## src/rtl/ddr2_guard_pkg.sv

```systemverilog
package ddr2_guard_pkg;
  localparam int CMD_W  = 3;
  localparam int MIN_CL = 3;
  localparam int MAX_AL = 6;

  typedef enum logic [CMD_W-1:0] {
    CMD_NOP  = 3'd0,
    CMD_ACT  = 3'd1,
    CMD_RD   = 3'd2,
    CMD_WR   = 3'd3,
    CMD_PRE  = 3'd4,
    CMD_PREA = 3'd5
  } guard_cmd_e;
endpackage

```

## src/rtl/ddr2_guard_cfg.sv

```systemverilog
module ddr2_guard_cfg
  import ddr2_guard_pkg::*;
#(
  parameter int CNT_W     = 6,
  parameter int LAT_W     = 4,
  parameter int DEF_TRCD  = 5,
  parameter int DEF_TRP   = 5,
  parameter int DEF_TRAS  = 18,
  parameter int DEF_TRC   = 23,
  parameter int DEF_TPREA = 7,
  parameter int DEF_CL    = 5,
  parameter int DEF_AL    = 0
) (
  input  logic             clk,
  input  logic             rst,
  input  logic             wr_req,
  input  logic             banks_idle,
  input  logic             cmd_granted,
  input  logic [CNT_W-1:0] in_trcd,
  input  logic [CNT_W-1:0] in_trp,
  input  logic [CNT_W-1:0] in_tras,
  input  logic [CNT_W-1:0] in_trc,
  input  logic [CNT_W-1:0] in_tprea,
  input  logic [2:0]       in_cl,
  input  logic [2:0]       in_al,
  output logic [CNT_W-1:0] t_rcd,
  output logic [CNT_W-1:0] t_rp,
  output logic [CNT_W-1:0] t_ras,
  output logic [CNT_W-1:0] t_rc,
  output logic [CNT_W-1:0] t_prea,
  output logic [LAT_W-1:0] rd_lat,
  output logic [LAT_W-1:0] wr_lat
);
  localparam logic [LAT_W-1:0] DEF_RD = LAT_W'(DEF_CL + DEF_AL);

  logic             cl_ok, al_ok, take;
  logic [LAT_W-1:0] new_rd;

  // CAS latency range 3..7 (upper bound is the field maximum), additive 0..6
  assign cl_ok  = (in_cl >= 3'(MIN_CL));
  assign al_ok  = (in_al <= 3'(MAX_AL));
  assign take   = wr_req && banks_idle && !cmd_granted && cl_ok && al_ok;
  assign new_rd = LAT_W'(in_cl) + LAT_W'(in_al);

  always_ff @(posedge clk) begin
    if (rst) begin
      t_rcd  <= CNT_W'(DEF_TRCD);
      t_rp   <= CNT_W'(DEF_TRP);
      t_ras  <= CNT_W'(DEF_TRAS);
      t_rc   <= CNT_W'(DEF_TRC);
      t_prea <= CNT_W'(DEF_TPREA);
      rd_lat <= DEF_RD;
      wr_lat <= DEF_RD - LAT_W'(1);
    end else if (take) begin
      t_rcd  <= in_trcd;
      t_rp   <= in_trp;
      t_ras  <= in_tras;
      t_rc   <= in_trc;
      t_prea <= in_tprea;
      rd_lat <= new_rd;
      wr_lat <= new_rd - LAT_W'(1);
    end
  end
endmodule

```

## src/rtl/ddr2_guard_bank.sv

```systemverilog
module ddr2_guard_bank #(
  parameter int CNT_W = 6
) (
  input  logic             clk,
  input  logic             rst,
  input  logic             act_go,
  input  logic             close_go,
  input  logic             prea_go,
  input  logic [CNT_W-1:0] t_rcd,
  input  logic [CNT_W-1:0] t_rp,
  input  logic [CNT_W-1:0] t_ras,
  input  logic [CNT_W-1:0] t_rc,
  input  logic [CNT_W-1:0] t_prea,
  output logic             is_open,
  output logic             act_rdy,
  output logic             rw_rdy,
  output logic             pre_rdy
);
  logic [CNT_W-1:0] rcd_q, ras_q, rc_q, rp_q;
  logic [CNT_W-1:0] rcd_d, ras_d, rc_d, rp_d;

  function automatic logic [CNT_W-1:0] step(input logic [CNT_W-1:0] c);
    return (c == '0) ? '0 : c - CNT_W'(1);
  endfunction

  // a limit of T cycles lets the next command go T cycles after this one
  function automatic logic [CNT_W-1:0] arm(input logic [CNT_W-1:0] t);
    return (t == '0) ? '0 : t - CNT_W'(1);
  endfunction

  function automatic logic [CNT_W-1:0] larger(input logic [CNT_W-1:0] a,
                                              input logic [CNT_W-1:0] b);
    return (a > b) ? a : b;
  endfunction

  always_comb begin
    rcd_d = act_go ? arm(t_rcd) : step(rcd_q);
    ras_d = act_go ? arm(t_ras) : step(ras_q);
    rc_d  = act_go ? arm(t_rc)  : step(rc_q);
    if (prea_go)
      rp_d = larger(step(rp_q), arm(t_prea));
    else if (close_go)
      rp_d = larger(step(rp_q), arm(t_rp));
    else
      rp_d = step(rp_q);
  end

  always_ff @(posedge clk) begin
    if (rst) begin
      rcd_q   <= '0;
      ras_q   <= '0;
      rc_q    <= '0;
      rp_q    <= '0;
      is_open <= 1'b0;
      act_rdy <= 1'b1;
      rw_rdy  <= 1'b1;
      pre_rdy <= 1'b1;
    end else begin
      rcd_q   <= rcd_d;
      ras_q   <= ras_d;
      rc_q    <= rc_d;
      rp_q    <= rp_d;
      if (act_go)
        is_open <= 1'b1;
      else if (close_go || prea_go)
        is_open <= 1'b0;
      act_rdy <= (rc_d == '0) && (rp_d == '0);
      rw_rdy  <= (rcd_d == '0);
      pre_rdy <= (ras_d == '0);
    end
  end
endmodule

```

## src/rtl/ddr2_guard_decode.sv

```systemverilog
module ddr2_guard_decode
  import ddr2_guard_pkg::*;
#(
  parameter int N_BANK = 8,
  parameter int BANK_W = 3
) (
  input  logic              req_valid,
  input  logic [CMD_W-1:0]  req_cmd,
  input  logic [BANK_W-1:0] req_bank,
  input  logic [N_BANK-1:0] open_vec,
  input  logic [N_BANK-1:0] act_rdy_vec,
  input  logic [N_BANK-1:0] rw_rdy_vec,
  input  logic [N_BANK-1:0] pre_rdy_vec,
  output logic              grant,
  output logic              illegal,
  output logic [N_BANK-1:0] act_go,
  output logic [N_BANK-1:0] close_go,
  output logic              prea_go
);
  logic sel_open, sel_act, sel_rw, sel_pre, all_pre_ok;

  assign sel_open   = open_vec[req_bank];
  assign sel_act    = act_rdy_vec[req_bank];
  assign sel_rw     = rw_rdy_vec[req_bank];
  assign sel_pre    = pre_rdy_vec[req_bank];
  assign all_pre_ok = &(~open_vec | pre_rdy_vec);

  always_comb begin
    grant   = 1'b0;
    illegal = 1'b0;
    if (req_valid) begin
      case (req_cmd)
        CMD_NOP: ;
        CMD_ACT: begin
          if (sel_open) illegal = 1'b1;
          else          grant   = sel_act;
        end
        CMD_RD, CMD_WR: begin
          if (!sel_open) illegal = 1'b1;
          else           grant   = sel_rw;
        end
        CMD_PRE:  grant   = !sel_open || sel_pre;
        CMD_PREA: grant   = all_pre_ok;
        default:  illegal = 1'b1;
      endcase
    end
  end

  assign prea_go = grant && (req_cmd == CMD_PREA);

  for (genvar b = 0; b < N_BANK; b++) begin : g_go
    assign act_go[b]   = grant && (req_cmd == CMD_ACT) && (req_bank == BANK_W'(b));
    assign close_go[b] = grant && (req_cmd == CMD_PRE) && (req_bank == BANK_W'(b))
                         && open_vec[b];
  end
endmodule

```

## src/rtl/ddr2_bank_guard.sv

```systemverilog
module ddr2_bank_guard
  import ddr2_guard_pkg::*;
#(
  parameter int N_BANK    = 8,
  parameter int CNT_W     = 6,
  parameter int LAT_W     = 4,
  parameter int DEF_TRCD  = 5,
  parameter int DEF_TRP   = 5,
  parameter int DEF_TRAS  = 18,
  parameter int DEF_TRC   = 23,
  parameter int DEF_TPREA = 7,
  parameter int DEF_CL    = 5,
  parameter int DEF_AL    = 0,
  localparam int BANK_W   = $clog2(N_BANK)
) (
  input  logic              clk,
  input  logic              rst,
  input  logic              req_valid,
  input  logic [CMD_W-1:0]  req_cmd,
  input  logic [BANK_W-1:0] req_bank,
  output logic              grant,
  output logic              illegal,
  input  logic              cfg_we,
  input  logic [CNT_W-1:0]  cfg_trcd,
  input  logic [CNT_W-1:0]  cfg_trp,
  input  logic [CNT_W-1:0]  cfg_tras,
  input  logic [CNT_W-1:0]  cfg_trc,
  input  logic [CNT_W-1:0]  cfg_tprea,
  input  logic [2:0]        cfg_cl,
  input  logic [2:0]        cfg_al,
  output logic [LAT_W-1:0]  rd_lat,
  output logic [LAT_W-1:0]  wr_lat
);
  logic [CNT_W-1:0]  t_rcd, t_rp, t_ras, t_rc, t_prea;
  logic [N_BANK-1:0] open_vec, act_rdy_vec, rw_rdy_vec, pre_rdy_vec;
  logic [N_BANK-1:0] act_go, close_go;
  logic              prea_go;

  ddr2_guard_cfg #(
    .CNT_W(CNT_W), .LAT_W(LAT_W),
    .DEF_TRCD(DEF_TRCD), .DEF_TRP(DEF_TRP), .DEF_TRAS(DEF_TRAS),
    .DEF_TRC(DEF_TRC), .DEF_TPREA(DEF_TPREA),
    .DEF_CL(DEF_CL), .DEF_AL(DEF_AL)
  ) i_cfg (
    .clk(clk), .rst(rst),
    .wr_req(cfg_we), .banks_idle(~|open_vec), .cmd_granted(grant),
    .in_trcd(cfg_trcd), .in_trp(cfg_trp), .in_tras(cfg_tras),
    .in_trc(cfg_trc), .in_tprea(cfg_tprea), .in_cl(cfg_cl), .in_al(cfg_al),
    .t_rcd(t_rcd), .t_rp(t_rp), .t_ras(t_ras), .t_rc(t_rc), .t_prea(t_prea),
    .rd_lat(rd_lat), .wr_lat(wr_lat)
  );

  for (genvar b = 0; b < N_BANK; b++) begin : g_bank
    ddr2_guard_bank #(.CNT_W(CNT_W)) i_bank (
      .clk(clk), .rst(rst),
      .act_go(act_go[b]), .close_go(close_go[b]), .prea_go(prea_go),
      .t_rcd(t_rcd), .t_rp(t_rp), .t_ras(t_ras), .t_rc(t_rc), .t_prea(t_prea),
      .is_open(open_vec[b]), .act_rdy(act_rdy_vec[b]),
      .rw_rdy(rw_rdy_vec[b]), .pre_rdy(pre_rdy_vec[b])
    );
  end

  ddr2_guard_decode #(.N_BANK(N_BANK), .BANK_W(BANK_W)) i_dec (
    .req_valid(req_valid), .req_cmd(req_cmd), .req_bank(req_bank),
    .open_vec(open_vec), .act_rdy_vec(act_rdy_vec),
    .rw_rdy_vec(rw_rdy_vec), .pre_rdy_vec(pre_rdy_vec),
    .grant(grant), .illegal(illegal),
    .act_go(act_go), .close_go(close_go), .prea_go(prea_go)
  );
endmodule

```

## config.mk

```make
export PLATFORM = sky130hd
export DESIGN_NAME = ddr2_bank_guard
export DESIGN_NICKNAME = d
export VERILOG_FILES = /design/src/rtl/ddr2_guard_pkg.sv /design/src/rtl/ddr2_guard_cfg.sv /design/src/rtl/ddr2_guard_bank.sv /design/src/rtl/ddr2_guard_decode.sv /design/src/rtl/ddr2_bank_guard.sv
export SDC_FILE = /design/constraint.sdc
export NUM_CORES = 1
export LEC_CHECK = 0
export ABC_CLOCK_PERIOD_IN_PS = 4750
export BUFFER_PORTS_ARGS = -buffer_cell sky130_fd_sc_hd__buf_2
export CELL_PAD_IN_SITES_DETAIL_PLACEMENT = 0
export CELL_PAD_IN_SITES_GLOBAL_PLACEMENT = 1
export CORE_MARGIN = 8
export CORE_UTILIZATION = 48
export DETAILED_ROUTE_END_ITERATION = 7
export PLACE_DENSITY = 0.8
export SLEW_MARGIN = 20
export SYNTH_ARGS = -nofsm -noshare
export SYNTH_HDL_FRONTEND = slang
export SYNTH_SLANG_ARGS = --single-unit
```

## constraint.sdc

```tcl
create_clock -name clk -period 4.75 [get_ports clk]
set_clock_uncertainty 0.05 [all_clocks]
set_input_delay 0.7125 -clock clk [delete_from_list [all_inputs] [get_ports clk]]
set_output_delay 0.7125 -clock clk [all_outputs]
set_load 0.01 [all_outputs]
```

After elaboration in Yosys (flattened, before gate mapping)
Index checks and enable logic that the tools add are counted.
- equal/unequal tests: 12
- add/sub/neg operators: 39
- mux-type cells: 125
- bitwise gates (word level): 2
- order comparisons: 19
- reduce and logical (&&, ||, !) cells: 134
- operator list (operator ; count):
    2-to-1 mux 6 bit ; 93
    zero test 6 bit ; 69
    subtractor 6 x 1 -> 6 bit, second input constant ; 37
    > comparator 6 bit ; 16
    logical AND 1 bit ; 39
    2-to-1 mux 1 bit ; 26
    equality test 3 bit, second input constant ; 6
    nonzero test 2 bit ; 8
    binary-select mux 1 bit (select 3 bit) ; 4
    equality test 3 x 2 -> 1 bit, second input constant ; 4
    logical OR 1 bit ; 9
    inverter 8 bit ; 1
    OR 8 bit ; 1
    AND reduction 8 bit ; 1
    OR reduction 8 bit ; 1
    equality test 3 x 1 -> 1 bit, second input constant ; 2
    zero test 3 bit ; 2
    adder 3 x 3 -> 4 bit ; 1
    less-than comparator 3 x 4 -> 1 bit, second input constant ; 1
    one-hot mux 1 bit (4 select lines) ; 1
    subtractor 4 x 1 -> 4 bit, second input constant ; 1
    >= comparator 3 x 2 -> 1 bit, second input constant ; 1
    less-or-equal comparator 3 bit, second input constant ; 1
    zero test 1 bit ; 3
    3 further kinds ; 3
- output and inout bits: 10
- word-level logic and storage cells: 402
- bits in registers: 262
- input port bits: 46

Depth between registers and ports, before layout
Gate-level depths: netlist of run 1.
- depth after elaboration: 13
- gate-level depth with buffers: 18

Modules after synthesis
From an unflattened synthesis of run 1, not the netlist that was laid out.
- cell total of the unflattened synthesis: 2716
- area total of the unflattened synthesis: 21566.9 µm²
- modules (own cells, without submodules) (module ; seq. area each (µm²) ; cells an instance ; times used ; area an instance (µm²)):
    ddr2_guard_bank ; 560.5 ; 305 ; 8 ; 2396.0
    ddr2_guard_cfg ; 760.7 ; 195 ; 1 ; 1788.0
    ddr2_guard_decode ; 0.0 ; 78 ; 1 ; 591.8
    ddr2_bank_guard ; 0.0 ; 3 ; 1 ; 18.8

Least setup slack after synthesis of run 1
No wires, ideal clock.
- kind: reg-to-reg
- start: reg i_cfg.t_prea[0]
- end: reg g_bank[3].i_bank.act_rdy
- setup time: 58 ps
- path buffers: 0
- required time: 4642 ps
- cell stages (with the launch flop): 18
- arrival: 3465 ps
- path slack: 1177 ps
- cell sequence: dfxtp_1 inv_1 ha_1 nand2b_1 nor4_1 nor2_1 inv_1 ha_1 nor2b_1 o21a_1 o21a_1 o2bb2ai_1 o211ai_1 a211oi_2 nor2_1 a21oi_1 and4_1 a31o_2
- longest elaborated chain between the ends: 7
- elaborated cells between the ends (all ways): 8
- those cells by class: add/sub (1); order compare (1); mux (3); reduce/logical (3)
- RTL lines (what ; RTL line ; RTL):
    start: declaration ; ddr2_guard_cfg.sv:30 ; output logic [CNT_W-1:0] t_prea,
    start signal: assignment ; ddr2_guard_cfg.sv:51 ; t_prea <= CNT_W'(DEF_TPREA);
    start signal: assignment ; ddr2_guard_cfg.sv:59 ; t_prea <= in_tprea;
    subtractor 6 x 1 -> 6 bit or zero test 6 bit (tied branches) ; ddr2_guard_bank.sv:28 ; return (t == '0) ? '0 : t - CNT_W'(1);
    2-to-1 mux 6 bit (*) ; ddr2_guard_bank.sv:28 ;
    > comparator 6 bit ; ddr2_guard_bank.sv:33 ; return (a > b) ? a : b;
    2-to-1 mux 6 bit (*) ; ddr2_guard_bank.sv:33 ;
    2-to-1 mux 6 bit (*) ; ddr2_guard_bank.sv:40 ; if (prea_go)
    zero test 6 bit (*) ; ddr2_guard_bank.sv:67 ; act_rdy <= (rc_d == '0) && (rp_d == '0);
    logical AND 1 bit (*) ; ddr2_guard_bank.sv:67 ;
    end signal: assignment ; ddr2_guard_bank.sv:67 ;
    end: declaration ; ddr2_guard_bank.sv:15 ; output logic act_rdy,
Mark *: on every way between the ends. The rest lies on a longest branch, timed or not.
A chain may end at the register's enable or synchronous reset.

Worst setup path in the final report of run 1
- start: reg i_cfg.t_rp[0]
- end: reg g_bank[2].i_bank.act_rdy
- longest elaborated chain between the ends: 8
- elaborated cells between the ends (all ways): 9
- those cells by class: add/sub (1); order compare (1); mux (4); reduce/logical (3)
- RTL lines (what ; RTL line ; RTL):
    start: declaration ; ddr2_guard_cfg.sv:27 ; output logic [CNT_W-1:0] t_rp,
    start signal: assignment ; ddr2_guard_cfg.sv:48 ; t_rp <= CNT_W'(DEF_TRP);
    start signal: assignment ; ddr2_guard_cfg.sv:56 ; t_rp <= in_trp;
    subtractor 6 x 1 -> 6 bit or zero test 6 bit (tied branches) ; ddr2_guard_bank.sv:28 ;
    2-to-1 mux 6 bit (*) ; ddr2_guard_bank.sv:28 ;
    > comparator 6 bit ; ddr2_guard_bank.sv:33 ;
    2-to-1 mux 6 bit (*) ; ddr2_guard_bank.sv:33 ;
    2-to-1 mux 6 bit (*) ; ddr2_guard_bank.sv:42 ; else if (close_go)
    2-to-1 mux 6 bit (*) ; ddr2_guard_bank.sv:40 ;
    zero test 6 bit (*) ; ddr2_guard_bank.sv:67 ;
    logical AND 1 bit (*) ; ddr2_guard_bank.sv:67 ;
    end signal: assignment ; ddr2_guard_bank.sv:67 ;
    end: declaration ; ddr2_guard_bank.sv:15 ;
Marked as above.

==> results.cfg, run 1 <==
[final_layout]
syn_to_final_growth_pct = 10.7
drive_gt1_frac = 0.0913
multi_input_area_um2 = 11700
layout_common_cells = 332 x nor2_1, 262 x dfxtp_1, 244 x a21oi_1, 208 x nor3_1, 184 x nand2_1
fillers = 3623
nets = 2578
layout_commonest_cell = nor2_1
seq_area_um2 = 5250

[power]
switching_share = 0.445
p_comb_frac = 0.599
pwr-share-seq = 0.233
irDropWorstVdd_mv = 0.524
clkPwrFrac = 0.168
internal-power_uw = 8620
switchingPower_uw = 6920
leakage_uw = 0.00831
power_density_nw_per_um2 = 781

[setup_path]
r2r-start = i_cfg.t_rp[0]
timing.rr.end = g_bank[2].i_bank.act_rdy
cp_slowest_cell = nor4_1
cpPeakStageDelay_ps = 460
worstSetupPathType = register to register
cp_data_arrival_time_ps = 4700
cp-end-kind = register
crit_chain = inv_1 > ha_1 > nand2b_1 > nor4_1 > nor2b_1 > buf_4 > inv_1 > ha_1 > a21oi_1 > maj3_1 > o32a_1 > a32oi_1 > o22a_1 > nor2_1 > or2_2 > a41o_1
r2r_setup_slack_ps = 470
cp.required_ps = 5170
critPathLaunchType = register
crit_path_max_fanout = 10
reg2reg_depth = 16

[floorplanning]
io-pin-count = 56
coreArea_um2 = 37300
die_x_um = 209
die_area_um2 = 43900
die_h_um = 209
row_count = 71
start_util = 0.482

[clocking]
h-tree-depth = 1
holdBufCountCts = 0
cts_buffers = 31
cts_tree = yes
cts_setup_buffers = 0
clk_pin_slew_worst_paths_ps = 60
post_cts_resized = 0
root_buffer = clkbuf_16
cts.sinks = 262
clk_latency_ps = 580
cts_buffer_depth = 3

[routing]
drc = 0
viasPerCell = 5.91
routedWlPerCell_um = 19.2
vias = 16988
drt_iter0_markers = 1078
first_pass_iters = 6
wirelength_um = 55200
ant_nets = 0

[timing]
timing.hold.ws_ps = 305
maxSlewViolCount = 0
rsz0062_at_grt = no
tns_ps = 0
relSlewSlack = 0.266
fmax_mhz = 234
fin_crit_ps = 4280
tightest_slew_ps = 1100
setup_viol = 0
hold_viol = 0
layout_setup_ws_ps = 474
fin_crit_sh = 0.900

[synthesis]
ys_warn_count = 0
syn_area_per_cell_um2 = 7.67
yosys.cell_types.count = 94
async_flop_share = 0
synth_cells = 2343
ys.flop_type = dfxtp_1
ys_ff_latch = 262
synth_area_um2 = 18000
synth-edff-count = 0
ys_seq_area_frac = 0.292
synth_fp_nets = 2548

[placement]
place_congestion = 0.927
io_buffers = 55
post-place-ws_ps = 384
place_hpwl_um = 40000

[hold_path]
hold_class = primary input to register
min_to = i_cfg.t_rcd[2]
hp-start = cfg_trcd[2]
min_path_cells = 3

[global_route]
grt_max_degree = 102
grt_pass1_vias = 16391
grt_usage = 0.245
grt_pass1_wl_um = 87700
grt_antenna_before_repair = 3
overflow = 0

[run]
cap_violations = 0

[status]
status = finished clean
==> worst max path at each step <==
stage | start | to | slack, ps | depth (start not counted)
floorplan | i_cfg.t_prea[0] | g_bank[3].i_bank.act_rdy | 1180 | 17
global placement | req_bank[1] | g_bank[7].i_bank.act_rdy | 500 | 12
detailed placement | req_bank[1] | g_bank[7].i_bank.act_rdy | 380 | 12
CTS | i_cfg.t_rp[0] | g_bank[2].i_bank.act_rdy | 500 | 16
global route | i_cfg.t_prea[1] | g_bank[3].i_bank.act_rdy | 90 | 19
finish | i_cfg.t_rp[0] | g_bank[2].i_bank.act_rdy | 470 | 16
==> critical path, delay by kind of cell (launching register included) <==
family	cells	cell delay, ps
compound gates	5	1190
fa+ha+maj	3	790
buf+inv	3	760
flops	1	320
simple gates	5	1060
==> cells by family after synthesis <==
logic type	share of synthesized area
AOI/OAI and AO/OA	0.189
xor gates and xnor gates	0.0458
adders and majority gates	0.115
buffers and inverters	0.0587
DFF	0.292
muxes	0.0311
and+or+nand+nor	0.269
==> sequential cells by signal, summed over array words and instances (netlist names) <==
| name | cells |
|---|---|
| g_bank.i_bank.act_rdy | 8 |
| g_bank.i_bank.is_open | 8 |
| g_bank.i_bank.pre_rdy | 8 |
| g_bank.i_bank.ras_q | 48 |
| g_bank.i_bank.rc_q | 48 |
| g_bank.i_bank.rcd_q | 48 |
| g_bank.i_bank.rp_q | 48 |
| g_bank.i_bank.rw_rdy | 8 |
| i_cfg.rd_lat | 4 |
| i_cfg.t_prea | 6 |
| i_cfg.t_ras | 6 |
| i_cfg.t_rc | 6 |
| i_cfg.t_rcd | 6 |
| i_cfg.t_rp | 6 |
| i_cfg.wr_lat | 4 |
==> power by group through the flow <==
| stage | sequential, uW | clock [uW] | combinational, uW |
|---|---|---|---|
| 6_report | 3620 | 2610 | 9310 |
| 5_1_grt | 3720 | 2740 | 10600 |
| 4_1_cts | 3610 | 2660 | 9250 |
| 3_5_place_dp | 3640 | 0 | 9160 |
| 3_3_place_gp | 3640 | 0 | 8960 |
| 2_1_floorplan | 3470 | 0 | 7360 |
==> routing by layer <==
metal	global-route usage	wire length [um]
met1	0.302	23800
met2	0.426	26100
met3	0.0339	2960
met4	0.0989	2330
met5	0	12
==> synth_stat cells, drive strengths merged (7+ instances only) <==
library cell / number / area share
a22oi: 18 / 0.0075
xnor2: 88 / 0.043
nor2b: 26 / 0.0091
buf: 30 / 0.011
mux4: 7 / 0.0088
a211oi: 34 / 0.014
mux2: 11 / 0.0071
and2: 18 / 0.0064
clkbuf: 72 / 0.015
a222oi: 7 / 0.0039
a211o: 12 / 0.0058
and4b: 22 / 0.012
o21a: 10 / 0.0042
maj3: 7 / 0.0039
nand3: 49 / 0.014
nor3b: 19 / 0.0085
or4: 7 / 0.0031
nor2: 334 / 0.070
o22ai: 11 / 0.0038
a31oi: 11 / 0.0038
a41o: 8 / 0.0045
o211ai: 21 / 0.0088
and3b: 7 / 0.0034
o31ai: 8 / 0.0033
nand2b: 27 / 0.0094
nor3: 216 / 0.062
a21o: 20 / 0.0084
mux2i: 26 / 0.015
or3: 7 / 0.0024
o21ai: 47 / 0.013
nand2: 188 / 0.041
inv: 157 / 0.033
or2: 14 / 0.0049
nand4: 7 / 0.0024
a221oi: 8 / 0.0046
and3: 13 / 0.0045
ha: 158 / 0.11
a21oi: 244 / 0.068
dfxtp: 262 / 0.29
nor4: 18 / 0.0063
==> through the flow <==
stage	util	total power [uW]	area [um^2]	std cells
after global routing	0.533	17000	19900	2874
final	0.533	15500	19900	2874
after CTS	0.533	15500	19900	2872
after detailed placement	0.503	12800	18800	2814
after floorplan	-	10800	18000	2343
after global placement	0.503	12600	18800	2814
==> layout make-up <==
class | count | area share
Multi-Input combinational cell | 1821 | 0.589
Sequential cell | 262 | 0.264
Clock buffer | 39 | 0.0425
Timing Repair Buffer | 99 | 0.0314
Inverter | 158 | 0.0299
Tap cell | 474 | 0.0298
Clock inverter | 19 | 0.0136
Antenna cell | 2 | 0.000252
Power figures use the tool's default switching activity.
==> inputs of run 2 (changes only) <==
ABC_CLOCK_PERIOD_IN_PS = 4700   (was 4750)
CORE_UTILIZATION = 49   (was 48)
PLACE_DENSITY = 0.81   (was 0.8)
SYNTH_HIERARCHICAL = 1   (was default)
clock period = 4.7 ns   (was 4.75 ns; I/O delays follow)
==> run 2 against run 1 <==
Effect of this change: worst setup slack improved by 160 ps; maximum frequency increased by 5.2%; utilization up 1.1 points; sequential power fell by 3%; routed wire length is 8.5% higher; combinational power up 5.3%; global-route usage fell by 1.7 points; hold slack better by 26 ps; first-iteration DRC count grew 28%; clock power decreased by 2%.
==> results.cfg, run 2 <==
[global_route]
grt_usage = 0.228
grt_antenna_before_repair = 4
grt_pass1_wl_um = 97300
overflow = 0
grt_max_degree = 86
grt_pass1_vias = 19439

[synthesis]
syn_area_per_cell_um2 = 7.94
synth_fp_nets = 2959
async_flop_share = 0
synth_commonest_cells = 429 x nor2_1, 262 x dfxtp_1, 202 x inv_1
yosys.cell_types.count = 76
synthTopCellsByArea = dfxtp_1 24%, ha_1 11%, nor2_1 7.5%, xnor2_1 4.6%, xor2_1 4.6%
synth-edff-count = 0
ys_seq_area_frac = 0.243
synth_area_um2 = 21600
synth.most_common_cell = nor2_1
synth_cells = 2716
synth_top_area_cell = dfxtp_1
ys_warn_count = 6
ys.flop_type = dfxtp_1
ys_ff_latch = 262
synth.top_cell.area_share = 0.243

[routing]
drc = 0
routedWlPerCell_um = 17.5
vias = 19924
first_pass_iters = 5
ant_nets = 0
drt_iter0_markers = 1376
wirelength_um = 59900
viasPerCell = 5.84

[clocking]
h-tree-depth = 1
post_cts_resized = 0
cts_tree = yes
cts_buffers = 31
root_buffer = clkbuf_16
cts.sinks = 262
cts_buffer_depth = 3
clk_pin_slew_worst_paths_ps = 60
clk_latency_ps = 590
holdBufCountCts = 0
cts_setup_buffers = 0

[timing]
rsz0062_at_grt = no
fmax_mhz = 246
relSlewSlack = 0.348
tightest_slew_ps = 977
fin_crit_ps = 4060
maxSlewViolCount = 0
fin_crit_sh = 0.865
layout_setup_ws_ps = 636
tns_ps = 0
setup_viol = 0
hold_viol = 0

[power]
fin_total_pwr_uw = 15900
power_density_nw_per_um2 = 665
leakage_uw = 0.0105
irDropWorstVdd_mv = 0.403

[floorplanning]
start_util = 0.492
die_x_um = 226
die_h_um = 226
row_count = 77
die_area_um2 = 51000
io-pin-count = 56
coreArea_um2 = 43800

[hold_path]
min_to = i_cfg/t_rcd[1]
hp-start = cfg_trcd[1]
hold_class = primary input to register
min_path_cells = 3

[setup_path]
cpLargestDelayFamily = simple AND/OR/NAND/NOR gates
r2r-start = i_cfg/t_prea[1]
r2r_setup_slack_ps = 640
crit_chain = buf_4 > inv_1 > ha_1 > nand2b_1 > nor4_1 > or2_2 > ha_1 > nor2b_1 > o211ai_1 > a21oi_1 > maj3_2 > maj3_2 > and3_2 > nor3_1 > a41o_1
reg2reg_depth = 15
worstSetupPathType = register to register
crit_path_max_fanout = 17
cp_slowest_cell = nor4_1
worst-path-buf-inv = 2
cp-end-kind = register
cpPeakStageDelay_ps = 560
critPathLaunchType = register
cp.required_ps = 5180
cp_data_arrival_time_ps = 4550
timing.rr.end = g_bank[2].i_bank/act_rdy

[final_layout]
syn_to_final_growth_pct = 10.7
layout_common_cells = 429 x nor2_1, 259 x dfxtp_1, 202 x inv_1, 196 x ha_1, 151 x nand2_1
layout_commonest_cell = nor2_1
drive_gt1_frac = 0.124
nets = 3041
fin_area_um2 = 23900

[placement]
place_congestion = 0.934
io_buffers = 55
dpl-instance-area_um2 = 22800
place_hpwl_um = 43900
post-place-ws_ps = 349

[status]
status = finished clean

[run]
cap_violations = 0
run 2: changes by cell type after synthesis, moves of 47 or more:
| cell | previous run | this run |
|---|---|---|
| nor3_1 | 211 | 144 |
| xor2_1 | 6 | 113 |
| inv_1 | 155 | 202 |
| nor2_1 | 332 | 429 |
| a21oi_1 | 244 | 123 |
| nand2b_1 | 27 | 78 |
| o22a_1 | 1 | 88 |
run 2: cells by family after synthesis:
| group | synth area share |
|---|---|
| AO/OA/AOI/OAI | 0.177 |
| XOR/XNOR | 0.0918 |
| adder cells (fa/ha/maj) | 0.127 |
| buffers and inverters | 0.0480 |
| flip-flops | 0.243 |
| multiplexers | 0.0385 |
| AND/OR/NAND/NOR | 0.275 |
run 2: per-layer routing:
metal  global-route usage  part of all wire
met1                0.290              0.45
met2                0.392              0.47
met3               0.0325             0.047
met4               0.0784             0.029
met5                    0           0.00084
run 2: worst max path at each step:
stage,start,end,slack [ps],depth (start not counted)
after CTS,i_cfg/t_prea[1],g_bank[2].i_bank/act_rdy,680,15
after floorplan,req_bank[1],g_bank[0].i_bank/act_rdy,80,12
after global placement,req_bank[0],g_bank[5].i_bank/act_rdy,440,12
final,i_cfg/t_prea[1],g_bank[2].i_bank/act_rdy,640,15
after detailed placement,req_bank[1],g_bank[5].i_bank/act_rdy,350,13
after global routing,i_cfg/t_prea[1],g_bank[6].i_bank/act_rdy,490,15
run 2: final cells by class:
type                    instances  area [um^2]
fillers                      4117        20000
multi-input cells            2198        15300
flip-flops and latches        262         5250
clock buffers                  40          870
inverters                     202          758
well taps                     592          741
repair buffers                103          729
clock inverters                16          219
diodes                          1         2.50
run 2: power by group:
| group | leakage [uW] | internal [uW] | switching, uW |
|---|---|---|---|
| registers | 0.00217 | 2920 | 587 |
| clock network | 0.000540 | 1570 | 988 |
| logic | 0.00783 | 4500 | 5300 |
run 2: stage by stage:
step	std cells	hold slack, ps	util
global placement	3357	399	0.519
finish	3414	331	0.544
global route	3413	318	0.544
CTS	3413	311	0.544
detailed placement	3357	418	0.519
floorplan	2716	438	-
run 2: tightest hold or removal path, stage by stage:
cell     delay (ps)
buf_2           110
nand4_1          60
a21oi_1          60
